$ cat src/rtl/rstirq_pkg.sv
package rstirq_pkg;
    typedef enum logic [1:0] {
        ST_HOLD,
        ST_STRETCH,
        ST_RUN
    } rst_state_e;
endpackage

$ cat src/rtl/rstirq_tick.sv
module rstirq_tick #(
    parameter int unsigned TICK_CYCLES = 50000
) (
    input  logic clk,
    input  logic arst_n,
    output logic tick
);
    localparam int unsigned CW = $clog2(TICK_CYCLES);
    localparam int unsigned LOW_CYCLES = TICK_CYCLES / 5;
    localparam logic [CW-1:0] LAST = CW'(TICK_CYCLES - 1);
    localparam logic [CW-1:0] LOW_END = CW'(LOW_CYCLES);

    logic [CW-1:0] phase_q;
    logic [CW-1:0] phase_d;

    always_comb begin
        phase_d = (phase_q == LAST) ? '0 : phase_q + 1'b1;
    end

    always_ff @(posedge clk or negedge arst_n) begin
        if (!arst_n) begin
            phase_q <= LAST;
            tick    <= 1'b1;
        end else begin
            phase_q <= phase_d;
            tick    <= (phase_d >= LOW_END);
        end
    end
endmodule

$ cat src/rtl/rstirq_wdog.sv
module rstirq_wdog #(
    parameter int unsigned WD_CYCLES = 500000,
    parameter int unsigned ADDR_W    = 16,
    parameter logic [ADDR_W-1:0] KICK_ADDR = 16'hFFF7
) (
    input  logic              clk,
    input  logic              arst_n,
    input  logic              en,
    input  logic              hold,
    input  logic              rd,
    input  logic [ADDR_W-1:0] addr,
    output logic              trip
);
    localparam int unsigned CW = $clog2(WD_CYCLES + 1);
    localparam logic [CW-1:0] LIMIT = CW'(WD_CYCLES);

    logic [CW-1:0] cnt_q;
    logic          kick;

    always_comb begin
        kick = rd && (addr == KICK_ADDR);
    end

    always_ff @(posedge clk or negedge arst_n) begin
        if (!arst_n) begin
            cnt_q <= '0;
        end else if (hold || kick || !en) begin
            cnt_q <= '0;
        end else if (cnt_q != LIMIT) begin
            cnt_q <= cnt_q + 1'b1;
        end
    end

    always_comb begin
        trip = en && (cnt_q == LIMIT);
    end
endmodule

$ cat src/rtl/rstirq_seq.sv
module rstirq_seq
    import rstirq_pkg::*;
#(
    parameter int unsigned STRETCH = 16
) (
    input  logic clk,
    input  logic arst_n,
    input  logic src,
    output logic rst_n
);
    localparam int unsigned SW = (STRETCH > 1) ? $clog2(STRETCH) : 1;
    localparam logic [SW-1:0] SLAST = SW'(STRETCH - 1);

    rst_state_e    state_q;
    rst_state_e    state_d;
    logic [SW-1:0] cnt_q;

    always_comb begin
        state_d = state_q;
        unique case (state_q)
            ST_HOLD:    if (!src) state_d = ST_STRETCH;
            ST_STRETCH: if (src) state_d = ST_HOLD;
                        else if (cnt_q == SLAST) state_d = ST_RUN;
            ST_RUN:     if (src) state_d = ST_HOLD;
            default:    state_d = ST_HOLD;
        endcase
    end

    always_ff @(posedge clk or negedge arst_n) begin
        if (!arst_n) begin
            state_q <= ST_HOLD;
            cnt_q   <= '0;
        end else begin
            state_q <= state_d;
            cnt_q   <= (state_q == ST_STRETCH) ? cnt_q + 1'b1 : '0;
        end
    end

    always_comb begin
        rst_n = (state_q == ST_RUN);
    end
endmodule

$ cat src/rtl/rstirq_ctrl.sv
module rstirq_ctrl #(
    parameter int unsigned TICK_CYCLES = 50000,
    parameter int unsigned WD_CYCLES   = 500000,
    parameter int unsigned STRETCH     = 16,
    parameter int unsigned ADDR_W      = 16,
    parameter logic [ADDR_W-1:0] KICK_ADDR = 16'hFFF7
) (
    input  logic              clk,
    input  logic              arst_n,
    input  logic              bp_rst_n,
    input  logic              sw_rst_n,
    input  logic              wdog_en,
    input  logic              kick_rd,
    input  logic [ADDR_W-1:0] kick_addr,
    input  logic              pulse_n,
    input  logic              ext_irq_n,
    output logic              cpu_rst_n,
    output logic              irqa_n,
    output logic              irqb_n
);
    logic tick;
    logic wd_trip;
    logic rst_src;

    rstirq_tick #(.TICK_CYCLES(TICK_CYCLES)) u_tick (
        .clk(clk), .arst_n(arst_n), .tick(tick)
    );

    rstirq_wdog #(.WD_CYCLES(WD_CYCLES), .ADDR_W(ADDR_W), .KICK_ADDR(KICK_ADDR)) u_wdog (
        .clk(clk), .arst_n(arst_n), .en(wdog_en), .hold(!cpu_rst_n),
        .rd(kick_rd), .addr(kick_addr), .trip(wd_trip)
    );

    always_comb begin
        rst_src = wd_trip || !bp_rst_n || !sw_rst_n;
    end

    rstirq_seq #(.STRETCH(STRETCH)) u_seq (
        .clk(clk), .arst_n(arst_n), .src(rst_src), .rst_n(cpu_rst_n)
    );

    always_comb begin
        irqa_n = cpu_rst_n && tick;
        irqb_n = !cpu_rst_n || (pulse_n && ext_irq_n);
    end
endmodule

$ cat config.mk
export PLATFORM = sky130hd
export DESIGN_NAME = rstirq_ctrl
export DESIGN_NICKNAME = d
export VERILOG_FILES = /design/src/rtl/rstirq_pkg.sv /design/src/rtl/rstirq_tick.sv /design/src/rtl/rstirq_wdog.sv /design/src/rtl/rstirq_seq.sv /design/src/rtl/rstirq_ctrl.sv
export SDC_FILE = /design/constraint.sdc
export NUM_CORES = 1
export LEC_CHECK = 0
export BUFFER_PORTS_ARGS = -buffer_cell sky130_fd_sc_hd__buf_2
export CORE_MARGIN = 2
export CORE_UTILIZATION = 40
export CTS_CLUSTER_SIZE = 16
export DETAILED_ROUTE_END_ITERATION = 12
export SLEW_MARGIN = 20
export SYNTH_ARGS = -nofsm -noshare
export SYNTH_HDL_FRONTEND = slang
export SYNTH_HIERARCHICAL = 1
export SYNTH_SLANG_ARGS = --single-unit
$ cat constraint.sdc
create_clock -name clk -period 5.4 [get_ports clk]
set_input_delay 1.08 -clock clk [delete_from_list [all_inputs] [get_ports clk]]
set_output_delay 1.08 -clock clk [all_outputs]
set_load 0.05 [all_outputs]
==> After elaboration in Yosys (flattened, before gate mapping) <==
Cells that the tools add are included.
{ "totals": {"reg_bits": 42, "in_bits": 24, "output_inout_bits": 3} }
{ "classes": {"addsub": 3, "order_cmp": 1, "eq_ne": 10, "mux": 9, "reduce_logical": 16} }
{ "op_table": {"columns": ["operator", "count"], "rows": [
  ["$mux W19", 2],
  ["$eq A16 B16 Y1 const B", 2],
  ["$add A19 B1 Y19 const B", 1],
  ["$eq A19 B19 Y1 const B", 1],
  ["$ne A19 B19 Y1 const B", 1],
  ["$add A16 B1 Y16 const B", 1],
  ["$ge A16 B14 Y1 const B", 1],
  ["$mux W16", 1],
  ["$mux W2", 4],
  ["$pmux W2 S3", 1],
  ["$logic_or A1 B1 Y1", 5],
  ["$add A4 B1 Y4 const B", 1],
  ["$eq A4 B4 Y1 const B", 1],
  ["$logic_and A1 B1 Y1", 4],
  ["$logic_not A1 Y1", 4],
  ["$mux W4", 1],
  ["$ne A3 B1 Y1 const B", 1],
  ["$reduce_and A3 Y1", 1],
  ["$eq A2 B1 Y1 const B", 1],
  ["$eq A2 B2 Y1 const B", 1],
  ["$logic_not A2 Y1", 1],
  ["$ne A2 B1 Y1 const B", 1],
  ["$ne A2 B2 Y1 const B", 1],
  ["$reduce_bool A2 Y1", 1]
]} }

==> Logic depth before layout (Yosys ltp) <==
Gate-level depths: netlist of run 1.
{ "logic_depth": {"ltp_word": 6, "ltp_mapped": 8, "mapped_depth_nobuf": 8} }

==> Modules after synthesis <==
Netlist of run 1, hierarchy kept.
{ "by_module_without_submodules": {"columns": ["module", "instances", "cells_each", "area_each_um2"], "rows": [
  ["rstirq_wdog", 1, 120, 1097.3],
  ["rstirq_tick", 1, 96, 938.4],
  ["rstirq_seq", 1, 23, 265.3],
  ["rstirq_ctrl", 1, 4, 28.8]
]} }

==> Least setup slack after synthesis of run 1 <==
OpenSTA, ideal clock, no wires.
{ "synth_timing": {"path_kind": "register to output", "start": "register u_seq.state_q[0]", "end": "output port irqa_n", "t_arrival_ns": 1.647, "required_time_ns": 4.320, "setup_slack_ns": 2.673, "path_stages_with_launch": 3, "path_buffers": 0, "cell_sequence": "dfrtp_1 -> nor2b_1 -> and2_2"} }
{ "synth_between": {"elab_chain_cells": 2} }
{ "synth_lines": {"columns": ["element", "line", "text"], "rows": [
  ["start: declaration", "rstirq_seq.sv:14", "rst_state_e state_q;"],
  ["start signal: assignment", "rstirq_seq.sv:34", "state_q <= state_d;"],
  ["$eq A2 B2 Y1", "rstirq_seq.sv:40", "rst_n = (state_q == ST_RUN);"],
  ["via cpu_rst_n", "rstirq_ctrl.sv:17", "output logic cpu_rst_n,"],
  ["$logic_and A1 B1 Y1", "rstirq_ctrl.sv:43", "irqa_n = cpu_rst_n && tick;"],
  ["end: declaration", "rstirq_ctrl.sv:18", "output logic irqa_n,"]
]} }
The timed path passes the listed nets, and every way through them passes these cells.

==> Final worst setup path of run 1 <==
{ "layout_timing": {"start": "register u_tick.phase_q[0]", "end": "register u_tick.tick"} }
{ "layout_between": {"elab_chain_cells": 3} }
{ "layout_lines": {"columns": ["element", "line", "text"], "rows": [
  ["start: declaration", "rstirq_tick.sv:13", "logic [CW-1:0] phase_q;"],
  ["start signal: assignment", "rstirq_tick.sv:25", "phase_q <= phase_d;"],
  ["$add A16 B1 Y16 / $eq A16 B16 Y1 (equally long branches)", "rstirq_tick.sv:17", "phase_d = (phase_q == LAST) ? '0 : phase_q + 1'b1;"],
  ["$mux W16 *", "rstirq_tick.sv:17", null],
  ["via u_tick.phase_d[8]", "rstirq_tick.sv:14", "logic [CW-1:0] phase_d;"],
  ["$ge A16 B14 Y1 *", "rstirq_tick.sv:26", "tick <= (phase_d >= LOW_END);"],
  ["end signal: assignment", "rstirq_tick.sv:26", null],
  ["end: declaration", "rstirq_tick.sv:6", "output logic tick"]
]} }
The timed path passes the listed nets; every way through them passes the cells marked *.
A chain may end at the register's enable or synchronous reset.

==> results by group, run 1 <==
Cells and area
  • Final #Nets: 297
  • Commonest non-fill, non-tap cell in the layout: dfrtp_1
  • Commonest non-fill, non-tap cells in the layout: dfrtp_1 (32), buf_2 (26), nor2_1 (24), nand3_1 (21), nand2_1 (14)
  • Share of cells above drive strength 1: about a fifth
  • Area Overhead vs Synth: 11.2%
  • Final Core Density: 46.5%
  • Diode count: 0
  • Layout fillers: 575

Global routing
  • Vias in the first global route: 1687
  • First-pass GRT wire length: 7820 um
  • Total track usage: 15.6%
  • Initial antenna violation count: 0
  • Total congestion overflow: 0
  • Largest net degree at the start of global routing: 43

Hold path
  • Hold Path End: u_seq/cnt_q[0]
  • Hold_sp: u_seq/cnt_q[0]
  • Worst hold path stage count: 1
  • HP Class: register to register

Drt
  • DR WL/cell: 13.7 um
  • Total number of vias: 1835
  • DRT Pass-1 Iters: 4
  • 1st-iter DRT viols: ~110
  • Vias per cell: 5.38
  • DRC Markers: 0
  • Antenna Violating Nets Remaining: 0
  • Drt total wl: 4680 um

Critical path
  • Delay-heaviest family, CP: simple AND/OR/NAND/NOR gates
  • Critical Path Max Stage Delay: 870 ps
  • R2R depth: 6
  • CP Cell Sequence: ha_1, nand3_1, nor4_2, nor2_2, nor4b_1, or4_1
  • Worst r2r src: u_tick/phase_q[0]
  • Startpoint Class: register
  • RR Endpoint: u_tick/tick
  • WS Path Type: register to register
  • Max FO, Critical Path: 8
  • Required @ worst endpoint: 5610 ps
  • Reg-to-reg setup timing slack: 2670 ps
  • Crit end category: register
  • Bufs and invs on worst path: 0
  • Arr. time, crit path: 2940 ps
  • Critical-path top delay cell: nor4_2

Power and ir drop
  • Int Pwr: 0.412 mW
  • Comb power frac: 3.3%
  • Switching power: around 0.11 mW
  • Switching part of the total: 21.5%
  • Clock network fraction of total power: between 30% and 40%
  • PwrDens: 203 nW/um^2
  • Flop pwr share: about 60%
  • Static Leak: about 1.0 nW
  • Max VDD drop: around 0.00011 V

Job
  • Max Cap Violations: 0

Die
  • Die H: ~80 um
  • IO Pins: 27
  • Die Span X: 80.3 um
  • Die area: 6450 um^2
  • Row cnt: 27
  • Initial Utilization: 41.8%
  • Area of the core: 5570 um^2

Timing
  • Final Critical Period: around 2700 ps
  • Max-slew violations: 0
  • Endpoints failing setup: 0
  • Setup Skew: approximately 2.6 ps
  • Tcrit/Tclk final: 50.6%
  • Slew headroom: 37.4%
  • RSZ-0062 raised after global routing: false
  • Max Freq: 0.366 GHz
  • Setup TNS: 0 ps
  • Slew @ Worst Pin: between 900 and 1000 ps
  • Final hold violations: 0

Clocking
  • Clock Tree Root: clkbuf_8
  • Sink Count: 42
  • CTS Buf Count: 5
  • Worst-path clk slew: 70 ps
  • H-Tree Level Count: 2
  • CTS Hold Buffers Added: 0
  • Post-CTS setup buffers: 0
  • Clk_lat worst skew: 290 ps
  • PostCTS Resize Cnt: 0
  • CTS tree: yes
  • Clk buf depth: 2

Place
  • IO Port Bufs: 26
  • GP Congestion: 0.787
  • Hpwl dp: between 3000 and 4000 um

Logic synthesis
  • Yosys cell types: 51
  • Mapped cell area: 2330 um^2
  • EDFF count, synth: 0
  • Async S/R FF share, synth: 100%
  • Flops & latches, synth: 42
  • Main flop type after synthesis: dfrtp_1
  • Syn avg cell area: 9.59 um^2
  • Synth warnings: 6
  • Seq/Total Area, Yosys: 45.6%
  • Synthesized Nets: 271
  • Post-synthesis cell count: approximately 240

Run status
  • Outcome: completed
==> state kept, by name, indices dropped and copies added (netlist names) <==
register	count
u_tick/phase_q	16
u_tick/tick	1
u_wdog/cnt_q	19
u_seq/cnt_q	4
u_seq/state_q	2
==> worst register-to-register path, stage by stage (launching register included) <==
cell and delay (ps):
dfstp_2 570, ha_1 240, nand3_1 220, nor4_2 870, nor2_2 90, nor4b_1 180, or4_1 480
==> cell usage after synthesis (2+ instances only) <==
cell type | instances | share of area [%]
or4_1 | 4 | 1.3
nor4_1 | 6 | 1.6
nor2b_1 | 2 | 0.54
or4_4 | 3 | 1.4
nor2_1 | 24 | 3.9
inv_1 | 10 | 1.6
xnor2_1 | 13 | 4.9
buf_2 | 4 | 0.86
nand4b_1 | 2 | 0.75
mux2i_1 | 2 | 0.86
or3b_1 | 2 | 0.75
and4_1 | 3 | 1.1
o211ai_1 | 2 | 0.64
nor3_1 | 6 | 1.3
ha_1 | 4 | 2.1
a21oi_1 | 10 | 2.1
nand3b_1 | 2 | 0.64
or3_1 | 8 | 2.1
o21ai_0 | 9 | 1.9
nand3_1 | 21 | 4.5
dfstp_2 | 10 | 11
xor2_1 | 10 | 3.8
nand2_1 | 14 | 2.3
o31ai_1 | 4 | 1.3
dfrtp_1 | 32 | 34
and2_1 | 2 | 0.54
nand4_1 | 9 | 2.4
and2_2 | 2 | 0.64
==> kinds of logic (layout without fill, tap and decap cells) <==
kind of cell / after synthesis / after routing / synth area share [%]
buf+inv: 17 / 43 / 3.17
xor+xnor: 23 / 23 / 8.65
fa+ha+maj: 4 / 4 / 2.15
flops: 42 / 42 / 45.6
compound gates: 36 / 36 / 10.2
simple gates: 119 / 119 / 29.3
mux: 2 / 2 / 0.859
==> per-stage QoR <==
stage	setup slack, ps	cell area, um^2	cells	hold WS [ps]	power, mW
floorplan	2670	2330	243	432	0.326
global placement	2550	2510	334	455	0.341
detailed placement	2520	2510	334	457	0.341
CTS	2680	2590	341	468	0.537
global route	2490	2590	341	491	0.551
finish	2670	2590	341	468	0.526
==> worst max-delay path by stage <==
stage | startpoint | to | slack, ps | cells past startpoint
after floorplan | u_seq/state_q[0] | irqa_n | 2670 | 2
after global placement | kick_addr[3] | u_wdog/cnt_q[0] | 2550 | 5
after detailed placement | kick_addr[3] | u_wdog/cnt_q[0] | 2520 | 5
after CTS | u_tick/phase_q[0] | u_tick/tick | 2680 | 6
after global routing | u_tick/phase_q[0] | u_tick/tick | 2490 | 6
final | u_tick/phase_q[0] | u_tick/tick | 2670 | 6
==> layout make-up <==
class | instances | area, um^2 | area share (%)
inverters | 10 | 37.5 | 1.45
repair buffers | 26 | 130 | 5.02
multi-input cells | 184 | 1190 | 46.0
well taps | 72 | 90.1 | 3.48
flip-flops and latches | 42 | 1060 | 41.1
clock buffers | 7 | 76.3 | 2.95
==> power groups by stage <==
stage               Combinational [mW]  Sequential (mW)  Clock (mW)
floorplan                      0.00317            0.322           0
global placement                0.0179            0.323           0
detailed placement              0.0182            0.323           0
CTS                             0.0182            0.317       0.202
global route                    0.0203            0.317       0.214
finish                          0.0173            0.317       0.191
==> per-layer routing <==
metal | routed length (um) | track usage [%] | share of wire, % | up-vias
met5 | 0 | 0 | 0 | -
met4 | 59 | 4.58 | 1.3 | 0
met3 | 190 | 3.71 | 4.1 | 6
met2 | 2040 | 24.6 | 44 | 35
met1 | 2390 | 21.4 | 51 | 853
li1 | - | - | - | 941
Power figures use the tool's default switching activity.
==> run 2: changes to the inputs <==
==> constraint.sdc (replaced) <==
create_clock -name clk -period 2.2 [get_ports clk]
set_input_delay 0.44 -clock clk [delete_from_list [all_inputs] [get_ports clk]]
set_output_delay 0.44 -clock clk [all_outputs]
set_load 0.05 [all_outputs]
==> run 2 against run 1 <==
Net effect:
- critical path type unchanged
- global-route usage increased by 1.4 points
- the flow now finishes with violations (setup timing)
- highest routed layer unchanged
- largest cell class unchanged
- sequential share of layout area decreased by 3.2 points
- core utilization increased by 3.9 points
- via count increased by 6.7%
- combinational power increased to 2.7 times the previous value
- count of clock-buffer cells in the layout unchanged
- clock skew increased by 4.5 ps
- hold slack got worse by 350 ps
==> results by group, run 2 (synthesis results as in run 1) <==
Cells and area
  • Top flop regs: u_wdog/cnt_q: 19 flops, u_tick/phase_q: 16 flops, u_seq/cnt_q: 4 flops
  • Layout fillers: 556
  • Final #Nets: ~320
  • Area Overhead vs Synth: 20.5%
  • Share of cells above drive strength 1: 28.1%
  • Largest register FFs: 19
  • Most flop-heavy register: u_wdog/cnt_q
  • Diode count: 0
  • Commonest non-fill, non-tap cells in the layout: dfrtp_1 (32), buf_2 (26), nor2_1 (24), buf_4 (22), nand3_1 (20)
  • Commonest non-fill, non-tap cell in the layout: dfrtp_1

Power and ir drop
  • Flop pwr share: 58.2%
  • Switching power: between 0.2 and 0.3 mW
  • Tot Pwr: about 1.3 mW
  • Max VDD drop: 0.000211 V
  • Comb power frac: around 3.4%
  • Clock network fraction of total power: between 30% and 40%
  • PwrDens: 476 nW/um^2
  • Switching part of the total: 21.5%
  • Int Pwr: about 1.0 mW
  • Static Leak: around 1.1 nW

Die
  • Area of the core: 5570 um^2
  • Die area: 6450 um^2
  • Die Span X: 80.3 um
  • Initial Utilization: 41.8%
  • Row cnt: 27
  • IO Pins: 27
  • Die H: 80.3 um

Timing
  • Max Freq: 0.440 GHz
  • Slew @ Worst Pin: 520 ps
  • Endpoints failing setup: 1
  • RSZ-0062 raised after global routing: true
  • Final hold violations: 0
  • Max-slew violations: 0
  • Final Critical Period: 2270 ps
  • Tcrit/Tclk final: 103%
  • Slew headroom: between 60 and 70%
  • Setup Skew: 7.16 ps
  • Setup WS post-layout: -70.9 ps
  • Setup TNS: -70.9 ps

Clocking
  • Worst-path clk slew: 80 ps
  • Sink Count: 42
  • H-Tree Level Count: 2
  • Clock Tree Root: clkbuf_8
  • CTS Buf Count: 5
  • Clk_lat worst skew: 290 ps
  • CTS tree: yes
  • Post-CTS setup buffers: 0
  • Clk buf depth: 2
  • CTS Hold Buffers Added: 0

Critical path
  • Startpoint Class: register
  • WS Path Type: register to register
  • Max FO, Critical Path: 4
  • Arr. time, crit path: between 2000 and 2500 ps
  • Required @ worst endpoint: approximately 2400 ps
  • Crit end category: register

Drt
  • 1st-iter DRT viols: 109
  • Drt total wl: 4990 um
  • Vias per cell: 5.38
  • DR WL/cell: 13.7 um
  • Antenna Violating Nets Remaining: 0
  • DRC Markers: 0
  • Total number of vias: just under 2000
  • DRT Pass-1 Iters: 4

Global routing
  • Vias in the first global route: 1926
  • Total track usage: between 15 and 20%
  • Initial antenna violation count: 0
  • Largest net degree at the start of global routing: 24
  • Total congestion overflow: 0
  • First-pass GRT wire length: 8650 um

Hold path
  • HP Class: primary input to asynchronous set/reset pin

Job
  • Max Cap Violations: 0

Place
  • GP Congestion: 0.875
  • IO Port Bufs: 26
  • Pre-CTS WS: -78.9 ps
  • Hpwl dp: about 3800 um

Run status
  • Failing checks: setup timing
  • Outcome: finished with violations
==> run 2: worst max-delay path: stages (launching register included) <==
cell and delay (ps):
dfrtp_1 380, or4_4 540, or4_4 530, a32oi_2 200
nor4b_1 70, or4_1 460
==> run 2: metal layers <==
| metal | routed length, um | track usage [%] |
|---|---|---|
| met5 | 0 | 0 |
| met3 | 174 | 3.03 |
| met2 | 2210 | 27.0 |
| met1 | 2550 | 23.8 |
| met4 | 59 | 5.08 |
==> run 2: through the flow <==
stage | cells | utilization [%] | area (um^2) | hold WS, ps
2_1_floorplan | 243 | - | 2360 | 144
3_3_place_gp | 356 | 48.6 | 2710 | 445
3_5_place_dp | 356 | 48.6 | 2710 | 443
4_1_cts | 364 | 50.4 | 2810 | 125
5_1_grt | 364 | 50.4 | 2810 | 140
6_report | 364 | 50.4 | 2810 | 116
==> run 2: final timing paths <==
| path | from | end | slack, ps | cells past startpoint |
|---|---|---|---|---|
| max in group asynchronous | arst_n | u_tick/phase_q[6] | 1450 | 2 |
| min in group clk | bp_rst_n | u_seq/state_q[0] | 450 | 3 |
| worst min-delay path | arst_n | u_wdog/cnt_q[0] | 120 | 1 |
| worst max register to register | u_tick/phase_q[11] | u_tick/tick | -70 | 5 |
| worst max-delay path | u_tick/phase_q[11] | u_tick/tick | -70 | 5 |
| worst min register to register | u_seq/cnt_q[0] | u_seq/cnt_q[0] | 470 | 1 |
==> run 2: timing repair <==
| action | CTS | global route |
|---|---|---|
| endpoints found under the hold margin | 0 | 0 |
| endpoints found under the setup margin | 1 | 1 |
| gates cloned | 0 | 0 |
| pin swaps | 1 | 0 |
| resized for setup | 1 | 0 |
==> run 2: area by class of cell <==
cell class	count	area [um^2]	share of cell area [%]
repair buffers	48	295	10.5
flip-flops and latches	42	1060	37.9
inverters	10	37.5	1.34
clock inverters	1	5.00	0.178
well taps	72	90.1	3.21
clock buffers	7	86.3	3.07
multi-input cells	184	1230	43.8
==> run 2: power by group through the flow <==
stage	registers (mW)	clock network [mW]	logic, mW
floorplan	0.792	0	0.00777
CTS	0.777	0.537	0.0480
finish	0.778	0.514	0.0460
global placement	0.792	0	0.0469
global route	0.778	0.577	0.0531
detailed placement	0.792	0	0.0482
